### src/rtl/lcd_cmd_pkg.sv
package lcd_cmd_pkg;

  localparam int BYTE_W     = 8;
  localparam int CONTRAST_W = 6;
  localparam int LINE_W     = 6;
  localparam int RATIO_W    = 3;
  localparam int PWR_W      = 3;
  localparam int NIB_W      = 4;
  localparam int IND_W      = 2;
  localparam int NUM_FLAGS  = 5;

  localparam logic [CONTRAST_W-1:0] POR_CONTRAST = 6'h20;
  localparam logic [LINE_W-1:0]     POR_LINE     = '0;
  localparam logic [RATIO_W-1:0]    POR_RATIO    = 3'b100;
  localparam logic [PWR_W-1:0]      POR_PWR      = '0;
  localparam logic [NUM_FLAGS-1:0]  POR_FLAGS    = '0;

  // Flag slots: 0 remap, 1 bias, 2 all-on, 3 inverse, 4 display-on
  typedef enum logic [2:0] {
    FL_REMAP = 3'd0,
    FL_BIAS  = 3'd1,
    FL_ALLON = 3'd2,
    FL_INV   = 3'd3,
    FL_DISP  = 3'd4
  } flag_e;

  typedef enum logic [3:0] {
    OP_NONE,
    OP_COL_LO,
    OP_COL_HI,
    OP_RATIO,
    OP_PWR,
    OP_START,
    OP_CONTRAST_ARM,
    OP_FLAG,
    OP_IND_OFF,
    OP_IND_ARM,
    OP_PAGE,
    OP_COM,
    OP_RMW_IN,
    OP_RMW_OUT,
    OP_SWRST
  } op_e;

  typedef enum logic [1:0] {
    PEND_NONE,
    PEND_CONTRAST,
    PEND_IND
  } pend_e;

  typedef struct packed {
    logic [CONTRAST_W-1:0] contrast;
    logic [LINE_W-1:0]     start_line;
    logic [RATIO_W-1:0]    ratio;
    logic [PWR_W-1:0]      pwr;
    logic [NUM_FLAGS-1:0]  flags;
    logic                  com_rev;
  } cfg_t;

  localparam cfg_t CFG_POR = '{
    contrast:   POR_CONTRAST,
    start_line: POR_LINE,
    ratio:      POR_RATIO,
    pwr:        POR_PWR,
    flags:      POR_FLAGS,
    com_rev:    1'b0
  };

  // Sub-code in bits 3:1 of a 1010xxxx byte that selects each flag slot
  function automatic logic [2:0] flag_subcode(input int idx);
    return (idx == int'(FL_DISP)) ? 3'b111 : 3'(idx);
  endfunction

endpackage

### src/rtl/lcd_cmd_classify.sv
module lcd_cmd_classify
  import lcd_cmd_pkg::*;
(
  input  logic [BYTE_W-1:0] byte_i,
  output op_e               op_o
);

  always_comb begin
    op_o = OP_NONE;
    casez (byte_i)
      8'b0000_????: op_o = OP_COL_LO;
      8'b0001_????: op_o = OP_COL_HI;
      8'b0010_0???: op_o = OP_RATIO;
      8'b0010_1???: op_o = OP_PWR;
      8'b01??_????: op_o = OP_START;
      8'b1000_0001: op_o = OP_CONTRAST_ARM;
      8'b1010_000?,
      8'b1010_001?,
      8'b1010_010?,
      8'b1010_011?,
      8'b1010_111?: op_o = OP_FLAG;
      8'b1010_1100: op_o = OP_IND_OFF;
      8'b1010_1101: op_o = OP_IND_ARM;
      8'b1011_????: op_o = OP_PAGE;
      8'b1100_????: op_o = OP_COM;
      8'b1110_0000: op_o = OP_RMW_IN;
      8'b1110_0010: op_o = OP_SWRST;
      8'b1110_1110: op_o = OP_RMW_OUT;
      default:      op_o = OP_NONE;
    endcase
  end

endmodule

### src/rtl/lcd_cmd_seq.sv
module lcd_cmd_seq
  import lcd_cmd_pkg::*;
(
  input  logic clk,
  input  logic rst_n,
  input  logic acc_i,
  input  op_e  op_i,
  output logic cmd_go_o,
  output logic opnd_contrast_o,
  output logic opnd_ind_o,
  output logic pending_o
);

  pend_e pend_q;

  always_ff @(posedge clk or negedge rst_n) begin
    if (!rst_n) begin
      pend_q <= PEND_NONE;
    end else if (acc_i) begin
      if (pend_q != PEND_NONE)            pend_q <= PEND_NONE;
      else if (op_i == OP_CONTRAST_ARM)   pend_q <= PEND_CONTRAST;
      else if (op_i == OP_IND_ARM)        pend_q <= PEND_IND;
    end
  end

  assign cmd_go_o        = acc_i && (pend_q == PEND_NONE);
  assign opnd_contrast_o = acc_i && (pend_q == PEND_CONTRAST);
  assign opnd_ind_o      = acc_i && (pend_q == PEND_IND);
  assign pending_o       = (pend_q != PEND_NONE);

endmodule

### src/rtl/lcd_cmd_regs.sv
module lcd_cmd_regs
  import lcd_cmd_pkg::*;
(
  input  logic              clk,
  input  logic              rst_n,
  input  logic              cmd_go_i,
  input  logic              opnd_contrast_i,
  input  op_e               op_i,
  input  logic [BYTE_W-1:0] byte_i,
  output cfg_t              cfg_o
);

  cfg_t cfg_q;
  logic swrst;

  assign swrst = cmd_go_i && (op_i == OP_SWRST);

  always_ff @(posedge clk or negedge rst_n) begin
    if (!rst_n) begin
      cfg_q.contrast <= POR_CONTRAST;
    end else if (swrst) begin
      cfg_q.contrast <= POR_CONTRAST;
    end else if (opnd_contrast_i) begin
      cfg_q.contrast <= byte_i[CONTRAST_W-1:0];
    end
  end

  always_ff @(posedge clk or negedge rst_n) begin
    if (!rst_n) begin
      cfg_q.start_line <= POR_LINE;
      cfg_q.ratio      <= POR_RATIO;
      cfg_q.pwr        <= POR_PWR;
      cfg_q.com_rev    <= 1'b0;
    end else if (swrst) begin
      cfg_q.start_line <= POR_LINE;
      cfg_q.ratio      <= POR_RATIO;
      cfg_q.pwr        <= POR_PWR;
      cfg_q.com_rev    <= 1'b0;
    end else if (cmd_go_i) begin
      unique case (op_i)
        OP_START: cfg_q.start_line <= byte_i[LINE_W-1:0];
        OP_RATIO: cfg_q.ratio      <= byte_i[RATIO_W-1:0];
        OP_PWR:   cfg_q.pwr        <= byte_i[PWR_W-1:0];
        OP_COM:   cfg_q.com_rev    <= byte_i[3];
        default:  ;
      endcase
    end
  end

  for (genvar i = 0; i < NUM_FLAGS; i++) begin : g_flag
    logic hit;
    assign hit = cmd_go_i && (op_i == OP_FLAG) &&
                 (byte_i[3:1] == flag_subcode(i));
    always_ff @(posedge clk or negedge rst_n) begin
      if (!rst_n)      cfg_q.flags[i] <= POR_FLAGS[i];
      else if (swrst)  cfg_q.flags[i] <= POR_FLAGS[i];
      else if (hit)    cfg_q.flags[i] <= byte_i[0];
    end
  end

  assign cfg_o = cfg_q;

endmodule

### src/rtl/lcd_cmd_pulses.sv
module lcd_cmd_pulses
  import lcd_cmd_pkg::*;
(
  input  logic             clk,
  input  logic             rst_n,
  input  logic             cmd_go_i,
  input  logic             opnd_ind_i,
  input  op_e              op_i,
  input  logic [NIB_W-1:0] nib_i,
  output logic             col_lo_o,
  output logic             col_hi_o,
  output logic             page_o,
  output logic             rmw_in_o,
  output logic             rmw_out_o,
  output logic             ind_o,
  output logic [NIB_W-1:0] arg_o,
  output logic [IND_W-1:0] ind_mode_o
);

  logic hit_lo, hit_hi, hit_pg, hit_ioff;

  assign hit_lo   = cmd_go_i && (op_i == OP_COL_LO);
  assign hit_hi   = cmd_go_i && (op_i == OP_COL_HI);
  assign hit_pg   = cmd_go_i && (op_i == OP_PAGE);
  assign hit_ioff = cmd_go_i && (op_i == OP_IND_OFF);

  always_ff @(posedge clk or negedge rst_n) begin
    if (!rst_n) begin
      col_lo_o   <= 1'b0;
      col_hi_o   <= 1'b0;
      page_o     <= 1'b0;
      rmw_in_o   <= 1'b0;
      rmw_out_o  <= 1'b0;
      ind_o      <= 1'b0;
      arg_o      <= '0;
      ind_mode_o <= '0;
    end else begin
      col_lo_o  <= hit_lo;
      col_hi_o  <= hit_hi;
      page_o    <= hit_pg;
      rmw_in_o  <= cmd_go_i && (op_i == OP_RMW_IN);
      rmw_out_o <= cmd_go_i && (op_i == OP_RMW_OUT);
      ind_o     <= hit_ioff || opnd_ind_i;
      if (hit_lo || hit_hi || hit_pg) arg_o <= nib_i;
      if (hit_ioff)        ind_mode_o <= '0;
      else if (opnd_ind_i) ind_mode_o <= nib_i[IND_W-1:0];
    end
  end

endmodule

### src/rtl/lcd_cmd_decoder.sv
module lcd_cmd_decoder
  import lcd_cmd_pkg::*;
(
  input  logic                  clk,
  input  logic                  rst_n,
  input  logic                  in_valid,
  output logic                  in_ready,
  input  logic                  in_dc,
  input  logic [BYTE_W-1:0]     in_byte,
  output logic [CONTRAST_W-1:0] contrast,
  output logic [LINE_W-1:0]     start_line,
  output logic [RATIO_W-1:0]    reg_ratio,
  output logic [PWR_W-1:0]      pwr_ctrl,
  output logic                  seg_remap,
  output logic                  bias_sel,
  output logic                  all_on,
  output logic                  inverse,
  output logic                  disp_on,
  output logic                  com_rev,
  output logic                  col_lo_pulse,
  output logic                  col_hi_pulse,
  output logic                  page_pulse,
  output logic [NIB_W-1:0]      arg_nib,
  output logic                  rmw_enter_pulse,
  output logic                  rmw_exit_pulse,
  output logic                  ind_pulse,
  output logic [IND_W-1:0]      ind_mode
);

  op_e  op;
  logic acc, cmd_go, opnd_contrast, opnd_ind, pending;
  cfg_t cfg;

  assign in_ready = 1'b1;
  assign acc      = in_valid && in_ready && !in_dc;

  lcd_cmd_classify u_cls (
    .byte_i (in_byte),
    .op_o   (op)
  );

  lcd_cmd_seq u_seq (
    .clk             (clk),
    .rst_n           (rst_n),
    .acc_i           (acc),
    .op_i            (op),
    .cmd_go_o        (cmd_go),
    .opnd_contrast_o (opnd_contrast),
    .opnd_ind_o      (opnd_ind),
    .pending_o       (pending)
  );

  lcd_cmd_regs u_regs (
    .clk             (clk),
    .rst_n           (rst_n),
    .cmd_go_i        (cmd_go),
    .opnd_contrast_i (opnd_contrast),
    .op_i            (op),
    .byte_i          (in_byte),
    .cfg_o           (cfg)
  );

  lcd_cmd_pulses u_pls (
    .clk        (clk),
    .rst_n      (rst_n),
    .cmd_go_i   (cmd_go),
    .opnd_ind_i (opnd_ind),
    .op_i       (op),
    .nib_i      (in_byte[NIB_W-1:0]),
    .col_lo_o   (col_lo_pulse),
    .col_hi_o   (col_hi_pulse),
    .page_o     (page_pulse),
    .rmw_in_o   (rmw_enter_pulse),
    .rmw_out_o  (rmw_exit_pulse),
    .ind_o      (ind_pulse),
    .arg_o      (arg_nib),
    .ind_mode_o (ind_mode)
  );

  assign contrast   = cfg.contrast;
  assign start_line = cfg.start_line;
  assign reg_ratio  = cfg.ratio;
  assign pwr_ctrl   = cfg.pwr;
  assign seg_remap  = cfg.flags[FL_REMAP];
  assign bias_sel   = cfg.flags[FL_BIAS];
  assign all_on     = cfg.flags[FL_ALLON];
  assign inverse    = cfg.flags[FL_INV];
  assign disp_on    = cfg.flags[FL_DISP];
  assign com_rev    = cfg.com_rev;

endmodule

### config.mk
export PLATFORM = sky130hd
export DESIGN_NAME = lcd_cmd_decoder
export DESIGN_NICKNAME = d
export VERILOG_FILES = /design/src/rtl/lcd_cmd_pkg.sv /design/src/rtl/lcd_cmd_classify.sv /design/src/rtl/lcd_cmd_seq.sv /design/src/rtl/lcd_cmd_regs.sv /design/src/rtl/lcd_cmd_pulses.sv /design/src/rtl/lcd_cmd_decoder.sv
export SDC_FILE = /design/constraint.sdc
export NUM_CORES = 1
export LEC_CHECK = 0
export ABC_AREA = 0
export BUFFER_PORTS_ARGS = -buffer_cell sky130_fd_sc_hd__buf_2
export CORE_MARGIN = 5
export CORE_UTILIZATION = 45
export DETAILED_ROUTE_END_ITERATION = 7
export GPL_TIMING_DRIVEN = 0
export MAX_ROUTING_LAYER = met4
export PLACE_DENSITY = 0.78
export SYNTH_ARGS = -nofsm -noshare
export SYNTH_HDL_FRONTEND = slang
export SYNTH_SLANG_ARGS = --single-unit
### constraint.sdc
create_clock -name clk -period 2.75 [get_ports clk]
set_input_delay 0 -clock clk [delete_from_list [all_inputs] [get_ports clk]]
set_output_delay 0 -clock clk [all_outputs]
set_load 0.05 [all_outputs]
==> results.ini <==
[min_path]
hold_class = in2reg
holdPathStages = 4

[clock_network]
cts_max_level = 2
clk_pin_slew_ns = 0.07
holdBufCountCts = 1
clk_latency_ns = 0.29
ctsResizeCount = 0
cts_tree = done
cts.sinks = 38
cts_buffers = 5
clock_tree.buffer_depth = 2
cts_setup_buffers = 0
root_buffer = clkbuf_8

[sta]
setup_ws_ns = 0.3447
grt_setup_unrepaired = false
maxSlewHeadroom_pct = 45.93
timing.setup.tns_ns = 0
setup_viol = 0
clock.fmax_mhz = 415.8
fin_skew_ns = 0.006808
layout_min_cycle_time_ns = 2.405
hold_viol_final = 0
maxSlewViolCount = 0
worst_slew_pin_slew_ns = 0.8110
finalCritPeriodShare_pct = 87.46

[synthesis]
syn_inst = 190
synth.most_common_cell = dfrtp_1
syn_area_sq_um = 2018
netlist.area_leader.share_pct = 44.64
ys_seq_area_share_pct = 47.24
yosysTopAreaCell = dfrtp_1
synthSimpleGateAreaFrac_pct = 21.26
ys_types = 50
synth_top_family_by_area = simple AND/OR/NAND/NOR gates
synth-seq-cells = 38
synth_area_per_cell_sq_um = 10.62
synth-edff-count = 0
synth-adder-area-share_pct = 0
synth_top_flop_cell = dfrtp_1
syn-num-nets = 202
synthMuxAreaShare_pct = 7.626
yosys_warnings = 0
synth_top_cells_by_area = dfrtp_1 (45%), a22o_1 (5.6%), mux2i_1 (3.0%), mux2_4 (3.0%), dfstp_2 (2.6%)
synthTopCellsByCount = dfrtp_1 (36), a22o_1 (13), nand2_1 (12)
async_flop_share_pct = 100.0
synth_xor_area_share_pct = 0.4340
synth_compound_area_share_pct = 19.34

[die]
die_w_um = 76.97
rows = 24
coreArea_sq_um = 4354
die_area_sq_um = 5924
io_pins = 49
die-height_um = 76.97
start_util_pct = 46.35

[grt]
antenna_found_initial = 0
grt_pass1_wl_um = 8293
grt_usage_pct = 17.59
overflow = 0
grt_max_degree = 39
grt_pass1_vias = 1706

[placement]
io_buffers = 47
gp_congestion = 0.8692
dpl.hpwl_um = 3678
dp_cells = 289
pre_cts_slack_ns = 0.2442

[pwr]
p_leak_nw = 1.204
vdd_drop_max_uv = 497.6
power_density_nw_per_um2 = 814.5

[layout]
final_nets = 257
fill_cells = 401
drive_above_1_share_pct = 30.08
diodes = 0
syn_to_final_growth_pct = 20.09
instances_no_fill = 298

[flow_run]
maxCapViolCount = 0

[critical_path]
cp-start-kind = register
cp-end-kind = register
ff2ff_path_depth = 5
worstSetupPathType = reg2reg
crit_fanout = 8
required_ns = 2.93
critPathArrivalTime_ns = 2.59

[routing]
route.met2.wl_um = 2369
route.met3.wl_um = 359
post-route-drc-count = 0
wl_met1_um = 2197
drtPass1Iterations = 4
wl_per_cell_um = 16.82
vias = 1731
first_iter_violations = 140
wl_um = 5012
final_antenna_net_count = 0
viasPerCell = 5.809
highest_layer = met4

[outcome]
status = complete, no violations

## cells in the final DEF (no fill, tap or decap), drive strengths merged, types with 2 or more instances in the layout
cell type	count
a2111oi	2
a211o	2
a21boi	3
a21o	2
a21oi	2
a22o	13
a22oi	3
a31o	3
a31oi	2
and2	5
and3	5
and4	3
and4b	2
buf	52
clkbuf	14
dfrtp	36
dfstp	2
inv	4
mux2	7
mux2i	6
nand2	12
nand2b	2
nand3	4
nand3b	3
nand4	3
nor2	11
nor2b	5
nor3	9
nor3b	4
nor4	2
o21ai	5
o221a	2
o2bb2ai	2
## area by class of cell
class,count,area (sq um),area share [%]
sequential,38,953.4,39.34
inverter,4,15.01,0.6195
clock buffer,6,82.58,3.407
tap,52,65.06,2.685
timing repair buffer,48,245.2,10.12
multi-input combinational,135,985.9,40.68
buffer,13,63.81,2.633
clock inverter,2,12.51,0.5163
## power by group
group | switching, mW | total, mW | internal (mW) | leakage, nW
Combinational | 0.611 | 0.829 | 0.218 | 0.663
Sequential | 0.0662 | 0.751 | 0.685 | 0.493
Clock | 0.192 | 0.394 | 0.201 | 0.0472
## layer usage
layer	up-vias	GRT usage [%]
met5	-	-
met4	0	6.529
met3	7	3.864
met2	75	26.49
met1	828	23.34
li1	821	-
## worst paths after layout
path                                    end        startpoint  slack (ns)
setup / recovery            u_regs.cfg_o[9]   u_seq.pend_q[1]        0.34
hold / removal              u_seq.pend_q[1]          in_valid        0.12
setup reg to reg            u_regs.cfg_o[9]   u_seq.pend_q[1]        0.34
hold reg to reg            u_regs.cfg_o[19]  u_regs.cfg_o[19]        0.49
max in group asynchronous   u_regs.cfg_o[2]             rst_n        1.90
min in group asynchronous   u_regs.cfg_o[7]             rst_n        0.34
## worst max-delay path, cell delays in order (launching register included)
cell and delay [ns]:
dfrtp_1 0.42, or3_1 0.38, clkbuf_1 0.19, a2111oi_0 0.61, nand4_1 0.38, a31o_1 0.32
## stage by stage
stage	util, %	hold slack, ns	instance area, sq um	power, mW
floorplan	-	-0.2956	2018	1.391
global placement	53.25	0.1395	2318	1.583
detailed placement	53.25	0.1551	2318	1.594
CTS	55.66	0.1134	2424	1.999
global route	55.66	0.1321	2424	2.072
finish	55.66	0.1151	2424	1.974
## cells by family after synthesis
logic type             after synthesis
other                                1
AND/OR/NAND/NOR                     75
buffers and inverters               17
flip-flops                          38
multiplexers                        13
AO/OA/AOI/OAI                       45
XOR/XNOR                             1
## state kept, by name (all words and copies together), names as in the netlist
name	count
u_pls.rmw_in_o	1
u_regs.cfg_o	24
u_pls.col_hi_o	1
u_pls.ind_mode_o	2
u_seq.pend_q	2
u_pls.ind_o	1
u_pls.col_lo_o	1
u_pls.arg_o	4
u_pls.rmw_out_o	1
u_pls.page_o	1
Power figures use the tool's default switching activity.
